**config.mk**
```make
export PLATFORM = sky130hd
export DESIGN_NAME = hsync_lock_core
export DESIGN_NICKNAME = d
export VERILOG_FILES = /design/src/rtl/hlock_pkg.sv /design/src/rtl/hlock_line_div.sv /design/src/rtl/hlock_pfd.sv /design/src/rtl/hlock_lock_track.sv /design/src/rtl/hsync_lock_core.sv
export SDC_FILE = /design/constraint.sdc
export NUM_CORES = 1
export LEC_CHECK = 0
export BUFFER_PORTS_ARGS = -buffer_cell sky130_fd_sc_hd__buf_2
export CAP_MARGIN = 20
export CORE_UTILIZATION = 60
export CTS_BUF_LIST = sky130_fd_sc_hd__clkbuf_8
export DETAILED_ROUTE_END_ITERATION = 10
export GPL_ROUTABILITY_DRIVEN = 0
export PLACE_DENSITY = 0.85
export SLEW_MARGIN = 20
export SYNTH_ARGS = -nofsm -noshare
export SYNTH_HDL_FRONTEND = slang
export SYNTH_SLANG_ARGS = --single-unit
export TNS_END_PERCENT = 10
```
**constraint.sdc**
```tcl
create_clock -name clk_i -period 3.45 [get_ports clk_i]
set_input_delay 0.69 -clock clk_i [delete_from_list [all_inputs] [get_ports clk_i]]
set_output_delay 0.69 -clock clk_i [all_outputs]
set_load 0.03 [all_outputs]
```
**src/rtl/hlock_pkg.sv**
```systemverilog
package hlock_pkg;
  localparam int CNT_W = 12;

  typedef enum logic [1:0] {
    MODE_NORMAL = 2'b00,
    MODE_FAST   = 2'b01,
    MODE_COAST  = 2'b10,
    MODE_COAST2 = 2'b11
  } mode_e;

  function automatic logic [CNT_W-1:0] line_len(input logic [2:0] code);
    case (code)
      3'b000:  line_len = CNT_W'(1702);
      3'b001:  line_len = CNT_W'(1728);
      3'b010:  line_len = CNT_W'(1888);
      3'b011:  line_len = CNT_W'(2270);
      3'b100:  line_len = CNT_W'(1364);
      3'b101:  line_len = CNT_W'(1716);
      3'b110:  line_len = CNT_W'(1560);
      default: line_len = CNT_W'(1820);
    endcase
  endfunction
endpackage

```
**src/rtl/hlock_line_div.sv**
```systemverilog
module hlock_line_div
  import hlock_pkg::*;
(
  input  logic             clk_i,
  input  logic             rst_ni,
  input  logic             en_i,
  input  logic             reload_i,
  input  logic [CNT_W-1:0] len_i,
  output logic             wrap_o
);
  logic [CNT_W-1:0] cnt_q;

  assign wrap_o = en_i && (cnt_q >= len_i - CNT_W'(1));

  always_ff @(posedge clk_i or negedge rst_ni) begin
    if (!rst_ni)                          cnt_q <= '0;
    else if (!en_i || reload_i || wrap_o) cnt_q <= '0;
    else                                  cnt_q <= cnt_q + CNT_W'(1);
  end

  // wrap is always a single-clock pulse
  a_r1_single_wrap: assert property (@(posedge clk_i) disable iff (!rst_ni)
    wrap_o |=> !wrap_o);
endmodule

```
**src/rtl/hlock_pfd.sv**
```systemverilog
module hlock_pfd
  import hlock_pkg::*;
(
  input  logic             clk_i,
  input  logic             rst_ni,
  input  logic             ref_i,
  input  logic             fb_i,
  input  logic [CNT_W-1:0] lim_i,
  output logic             up_o,
  output logic             dn_o,
  output logic             settle_o,
  output logic [CNT_W-1:0] err_o
);
  logic             up_q, dn_q;
  logic [CNT_W-1:0] err_q;
  logic             pend, up_n, dn_n, both, tmo;

  assign pend     = up_q | dn_q;
  assign up_n     = up_q | ref_i;
  assign dn_n     = dn_q | fb_i;
  assign both     = up_n & dn_n;
  assign tmo      = pend && !both && (err_q >= lim_i);  // unanswered for a line
  assign settle_o = both | tmo;
  assign err_o    = pend ? err_q : '0;
  assign up_o     = up_q;
  assign dn_o     = dn_q;

  always_ff @(posedge clk_i or negedge rst_ni) begin
    if (!rst_ni) begin
      up_q  <= 1'b0;
      dn_q  <= 1'b0;
      err_q <= '0;
    end else if (settle_o) begin
      up_q  <= 1'b0;
      dn_q  <= 1'b0;
      err_q <= '0;
    end else begin
      up_q  <= up_n;
      dn_q  <= dn_n;
      if (pend)             err_q <= (&err_q) ? err_q : err_q + CNT_W'(1);
      else if (up_n | dn_n) err_q <= CNT_W'(1);
    end
  end

  // raise and lower requests never overlap
  a_r4_no_overlap: assert property (@(posedge clk_i) disable iff (!rst_ni)
    !(up_q && dn_q));
  // a settled line leaves no pending request
  a_r10_settle_clears: assert property (@(posedge clk_i) disable iff (!rst_ni)
    settle_o |=> !up_q && !dn_q);
endmodule

```
**src/rtl/hlock_lock_track.sv**
```systemverilog
module hlock_lock_track
  import hlock_pkg::*;
#(
  parameter int LOCK_LINES = 4
) (
  input  logic             clk_i,
  input  logic             rst_ni,
  input  logic             settle_i,
  input  logic             hit_i,
  input  logic [CNT_W-1:0] len_i,
  output logic             locked_o,
  output logic             fail_o
);
  localparam int GW = $clog2(LOCK_LINES + 1);

  logic [GW-1:0]    good_q;
  logic [CNT_W-1:0] fail_q;
  logic             locked_q;

  assign locked_o = locked_q;
  assign fail_o   = fail_q != '0;

  always_ff @(posedge clk_i or negedge rst_ni) begin
    if (!rst_ni) begin
      good_q   <= '0;
      locked_q <= 1'b0;
      fail_q   <= '0;
    end else if (settle_i && !hit_i) begin
      good_q   <= '0;
      locked_q <= 1'b0;
      fail_q   <= len_i;
    end else begin
      if (fail_q != '0) fail_q <= fail_q - CNT_W'(1);
      if (settle_i) begin
        if (good_q < GW'(LOCK_LINES)) good_q <= good_q + GW'(1);
        if (good_q >= GW'(LOCK_LINES - 1)) locked_q <= 1'b1;
      end
    end
  end

  // a miss drops lock and raises the fail flag
  a_r7_miss_drops: assert property (@(posedge clk_i) disable iff (!rst_ni)
    settle_i && !hit_i |=> !locked_o && fail_o);
  // lock only rises on a hit
  a_r6_lock_on_hit: assert property (@(posedge clk_i) disable iff (!rst_ni)
    $rose(locked_q) |-> $past(settle_i && hit_i));
endmodule

```
**src/rtl/hsync_lock_core.sv**
```systemverilog
module hsync_lock_core
  import hlock_pkg::*;
#(
  parameter int LOCK_LINES = 4,
  parameter int WINDOW     = 2
) (
  input  logic       clk_i,
  input  logic       rst_ni,
  input  logic       hsync_i,
  input  logic [2:0] prog_i,
  input  logic       int_div_i,
  input  logic       ext_div_i,
  input  logic [1:0] mode_i,
  output logic       div_o,
  output logic       pump_up_o,
  output logic       pump_dn_o,
  output logic       pump_en_o,
  output logic       locked_o,
  output logic       lock_fail_o
);
  logic [2:0]       hs_q;
  logic             ext_q;
  logic             hs_rise, ext_rise, wrap, fb, reload, coast;
  logic             up, dn, settle, hit;
  logic [CNT_W-1:0] n_sel, err;
  mode_e            mode;

  always_ff @(posedge clk_i or negedge rst_ni) begin
    if (!rst_ni) begin
      hs_q  <= '0;
      ext_q <= 1'b0;
    end else begin
      hs_q  <= {hs_q[1:0], hsync_i};
      ext_q <= ext_div_i;
    end
  end

  assign mode     = mode_e'(mode_i);
  assign coast    = (mode == MODE_COAST) || (mode == MODE_COAST2);
  assign hs_rise  = hs_q[1] & ~hs_q[2];
  assign ext_rise = ext_div_i & ~ext_q;
  assign n_sel    = line_len(prog_i);
  assign reload   = int_div_i && (mode == MODE_FAST) && !locked_o && hs_rise;
  assign fb       = int_div_i ? wrap : ext_rise;
  assign hit      = err <= CNT_W'(WINDOW);

  hlock_line_div u_div (
    .clk_i, .rst_ni, .en_i(int_div_i), .reload_i(reload), .len_i(n_sel), .wrap_o(wrap)
  );

  hlock_pfd u_pfd (
    .clk_i, .rst_ni, .ref_i(hs_rise), .fb_i(fb), .lim_i(n_sel),
    .up_o(up), .dn_o(dn), .settle_o(settle), .err_o(err)
  );

  hlock_lock_track #(.LOCK_LINES(LOCK_LINES)) u_lock (
    .clk_i, .rst_ni, .settle_i(settle), .hit_i(hit), .len_i(n_sel),
    .locked_o(locked_o), .fail_o(lock_fail_o)
  );

  assign div_o     = wrap;
  assign pump_en_o = !coast && !locked_o;
  assign pump_up_o = up & pump_en_o;
  assign pump_dn_o = dn & pump_en_o;

  // no pump drive in coast
  a_r8_coast_quiet: assert property (@(posedge clk_i) disable iff (!rst_ni)
    mode_i[1] |-> !pump_en_o && !pump_up_o && !pump_dn_o);
  // no pump drive while locked
  a_r8_lock_quiet: assert property (@(posedge clk_i) disable iff (!rst_ni)
    locked_o |-> !pump_up_o && !pump_dn_o);
  // bypassed divider is silent
  a_r2_bypass_quiet: assert property (@(posedge clk_i) disable iff (!rst_ni)
    !int_div_i |-> !div_o);
endmodule

```
==> results by stage <==
Critical path:
- The data required time of the critical path is 2.76 ns.
- The largest incremental delay on the critical path is 0.32 ns.
- The critical path contains buffers and inverters numbering 4 combined.
- STA classifies the critical path startpoint as an input port.
- The data arrival time of the critical path is 2.71 ns.
- The cell family with the largest share of critical-path delay is compound AO/OA/AOI/OAI gates.
- The critical path in this run is classified as input port to output port.
- The peak fanout along the critical path is 4.
- The worst setup path is captured at an output port.
- The slowest library cell on the worst path is sky130_fd_sc_hd__ha_1.
- Traced cell by cell, the critical path runs through buf_2 -> nor2b_4 -> nand2_2 -> inv_2 -> nor2_2 -> ha_4 -> xor2_1 -> ha_1 -> a21oi_1 -> o21ai_2 -> a21oi_2 -> o21ai_2 -> nand2_1 -> inv_1 -> clkbuf_4.
- By instance count, the cell type seen most on the critical path is sky130_fd_sc_hd__o21ai_2.

Clock tree:
- The clock slew seen by the registers of the worst setup and hold paths is 0.08 ns.
- The later pin in the worst-skew pair is clocked with a latency of 0.31 ns.
- The number of buffers created by CTS is 5.
- The number of buffers added to fix hold violations after cts is 0.
- The cell sitting at the root of the clock tree is a sky130_fd_sc_hd__clkbuf_8.
- The total number of H-tree levels is 2.
- Counting every sink on the clock net gives 46.
- TritonCTS built the clock tree.
- The number of buffers between clock root and the deepest sink is 2.

Routing:
- After detailed routing, the average wire length per cell comes to 15.1 um.
- The via total after detailed routing is 2634.
- The total routed wirelength is 6710 um.
- In the routed layout, each cell is associated on average with a via count of 5.95.
- The number of detailed-route iterations in the first pass is 4.
- In the routed design, unresolved DRC markers number 0.
- The remaining antenna violation count after routing is 0.
- After the first detailed-routing iteration, the DRC count stood at 185.

Floorplan:
- The core area is 4820 um2.
- The top-level I/O count is 16.
- The initial core utilization is 63.5%.
- The row count is 25.
- The die outline area is 5390 um2.
- The x dimension of the die is 73.4 um.
- Measured along the y axis, the die boundary spans 73.4 um.

STA:
- The worst-margin pin slew is 0.575 ns.
- The max-slew violation count is 0.
- Dividing the final minimum period by the clock period gives 98.4%.
- After routing, the total negative slack on setup checks comes to 0 ns.
- The final count of hold timing violations is 0.
- Based on the critical path, the design can be clocked at up to 294 MHz.
- The clock period minus final worst setup slack is 3.40 ns.
- Setup violations remaining at the end of the flow were counted as 0.
- For the final database, setup skew stands at 0.00999 ns.
- The worst-case headroom to the max-slew limit is 61.7%.

Global routing:
- The maximum number of pins on one net before global-route repair is 47.
- In the global route stage, met3 resource usage came out at 3.98%.
- For this run the aggregate overflow at the end of global routing stands at 0.
- met2 is the most crowded layer.
- The total routing usage reported by global routing is 26.8%.
- The met2 global-route usage is 43.9%.
- The met1 demand-to-capacity share in global routing is 36.5%.
- The via count of the first global-routing pass is 2437.
- The first global-routing pass estimated 11000 um of wire.
- The initial antenna violation count is 0.

Layout:
- The finished cells cover 3510 um2.
- The net count reported at finish is 413.
- Of the cells placed in the final design, the portion with a size suffix greater than 1 is 17.6%.
- The area growth from synthesis to layout is 14.8%.
- The number of antenna diodes in the final layout is 0.
- The most common cell after layout, fill and taps aside is sky130_fd_sc_hd__dfrtp_1.
- Cells fill 72.9% of the core in the end.
- Leaving out fill and tap cells, the most frequent cells in the layout are sky130_fd_sc_hd__dfrtp_1, sky130_fd_sc_hd__nor2_1, sky130_fd_sc_hd__nand2_1.
- The fill cell total of the finished layout is 359.

Pwr:
- The net switching power of the design is 0.736 mW.
- The maximum vdd drop is 442 uV.
- The share of total power in the clock network is 20.6%.
- Combinational logic burns 37.8% of the power.
- Per report_power, the sequential group accounts for 41.5% of the total.
- The power per unit of standard cell area is 549 nW/um2.
- The total power is 1.93 mW.
- The internal power contribution is 1.19 mW.
- Net switching is 38.2% of the power.
- The leakage power is 1.74 nW.

Logic synthesis:
- The post-synthesis cell type with the largest combined area is sky130_fd_sc_hd__dfrtp_1.
- The post-synthesis cell area is 3060 um2.
- The number of enable flip-flop cells after synthesis is 0.
- In this run, synthesis produced a sequential element count of 46.
- In the synthesized netlist, the number of instances is 346.
- The share of Yosys cell area claimed by the top area cell type is 37.6%.
- The sequential area share after synthesis is 37.6%.
- The net count of the mapped netlist is 384.
- The netlist uses 47 different library cells.
- The per-instance average area after synthesis is 8.84 um2.
- After synthesis, the share of flip-flops with an asynchronous set or reset is 100%.
- The prevailing post-synth register cell is sky130_fd_sc_hd__dfrtp_1.
- Ranked by total cell area, the synthesized netlist is headed by sky130_fd_sc_hd__dfrtp_1, sky130_fd_sc_hd__ha_1, sky130_fd_sc_hd__nor2_1.
- The number of synthesis warnings is 0.

Min path:
- The worst hold-check path type is flop to flop.

Status:
- The flow ran to the end, and the final reports show no timing, DRC or antenna violations.

Placed design:
- Port buffering added 15 buffers.
- The placement-stage cell area is 3310 um2.
- Detailed placement finished with a half-perimeter wire length of 4860 um.

Flow run:
- The count of max-cap constraint violations is 0.
## cell families after synthesis
group                      Yosys count  share of synthesized area [%]
AOI/OAI and AO/OA                   75                           16.0
xor gates and xnor gates            21                           6.01
adders and majority gates           28                           11.5
buffers and inverters               28                           3.84
DFF                                 46                           37.6
muxes                               13                           4.29
and+or+nand+nor                    135                           20.8
## flip-flops by register name, summed over array words and instances, names as in the netlist
name             flops
ext_q                1
u_lock.fail_q       12
u_pfd.dn_o           1
u_pfd.up_o           1
u_pfd.err_q         12
hs_q                 3
u_div.cnt_q         12
u_lock.locked_o      1
u_lock.good_q        3
## power by group through the flow
stage                     Clock, mW  Combinational, mW  Sequential, mW
after global placement            0              0.688           0.797
after detailed placement          0              0.709           0.808
after floorplan                   0              0.534           0.783
after CTS                     0.402              0.713           0.796
after global routing          0.426              0.828           0.818
final                         0.398              0.729           0.801
## final cells by class
type	instances	area [um2]	area share [%]
Clock buffer	5	68.8	1.96
Inverter	16	60.1	1.71
Tap cell	67	83.8	2.39
Timing Repair Buffer	34	235	6.70
Clock inverter	3	40.0	1.14
Multi-Input combinational cell	272	1870	53.3
Sequential cell	46	1150	32.8
## worst paths after layout
kind / from / endpoint / slack, ns / cells past startpoint
hold reg to reg: hs_q[0] / hs_q[1] / 0.35 / 0
min in group asynchronous: rst_ni / u_div.cnt_q[9] / 0.38 / 1
setup reg to reg: u_div.cnt_q[3] / u_pfd.dn_o / 1.01 / 8
max in group asynchronous: rst_ni / u_lock.fail_q[7] / 2.68 / 1
setup / recovery: prog_i[1] / div_o / 0.05 / 15
hold / removal: hs_q[0] / hs_q[1] / 0.35 / 0
## metal layers
layer	routed length (um)	up-vias
met2	3270	54
met4	79	0
li1	-	1288
met1	3130	1285
met3	236	7
met5	0	-
## synthesized netlist by cell type (4+ instances only)
master and instances:
sky130_fd_sc_hd__a211oi_1 5, sky130_fd_sc_hd__inv_1 16, sky130_fd_sc_hd__o21ai_0 16, sky130_fd_sc_hd__nor2b_1 5, sky130_fd_sc_hd__nand3_1 9, sky130_fd_sc_hd__clkbuf_1 7, sky130_fd_sc_hd__xnor2_1 4, sky130_fd_sc_hd__a21oi_1 23
sky130_fd_sc_hd__nand4_1 7, sky130_fd_sc_hd__nand2_1 34, sky130_fd_sc_hd__buf_2 4, sky130_fd_sc_hd__xor2_1 17, sky130_fd_sc_hd__nor2_1 47, sky130_fd_sc_hd__ha_1 28, sky130_fd_sc_hd__nor3_1 10, sky130_fd_sc_hd__dfrtp_1 46
sky130_fd_sc_hd__a311oi_1 7, sky130_fd_sc_hd__mux2i_1 12, sky130_fd_sc_hd__nor4_1 4
## timing repair
action	4_1_cts	5_1_grt
resized for setup	3	23
setup buffers	0	1
setup endpoints to repair	1	3
cloned	0	0
pin swaps	0	5
## per-stage QoR
stage	std cells	hold WS, ns	setup WS [ns]
floorplan	346	0.331	0.0449
finish	443	0.354	0.0540
global route	443	0.359	-0.0512
CTS	442	0.357	0.00616
detailed placement	434	0.344	-0.124
global placement	434	0.344	-0.0301
(Power assumes the default switching activity.)
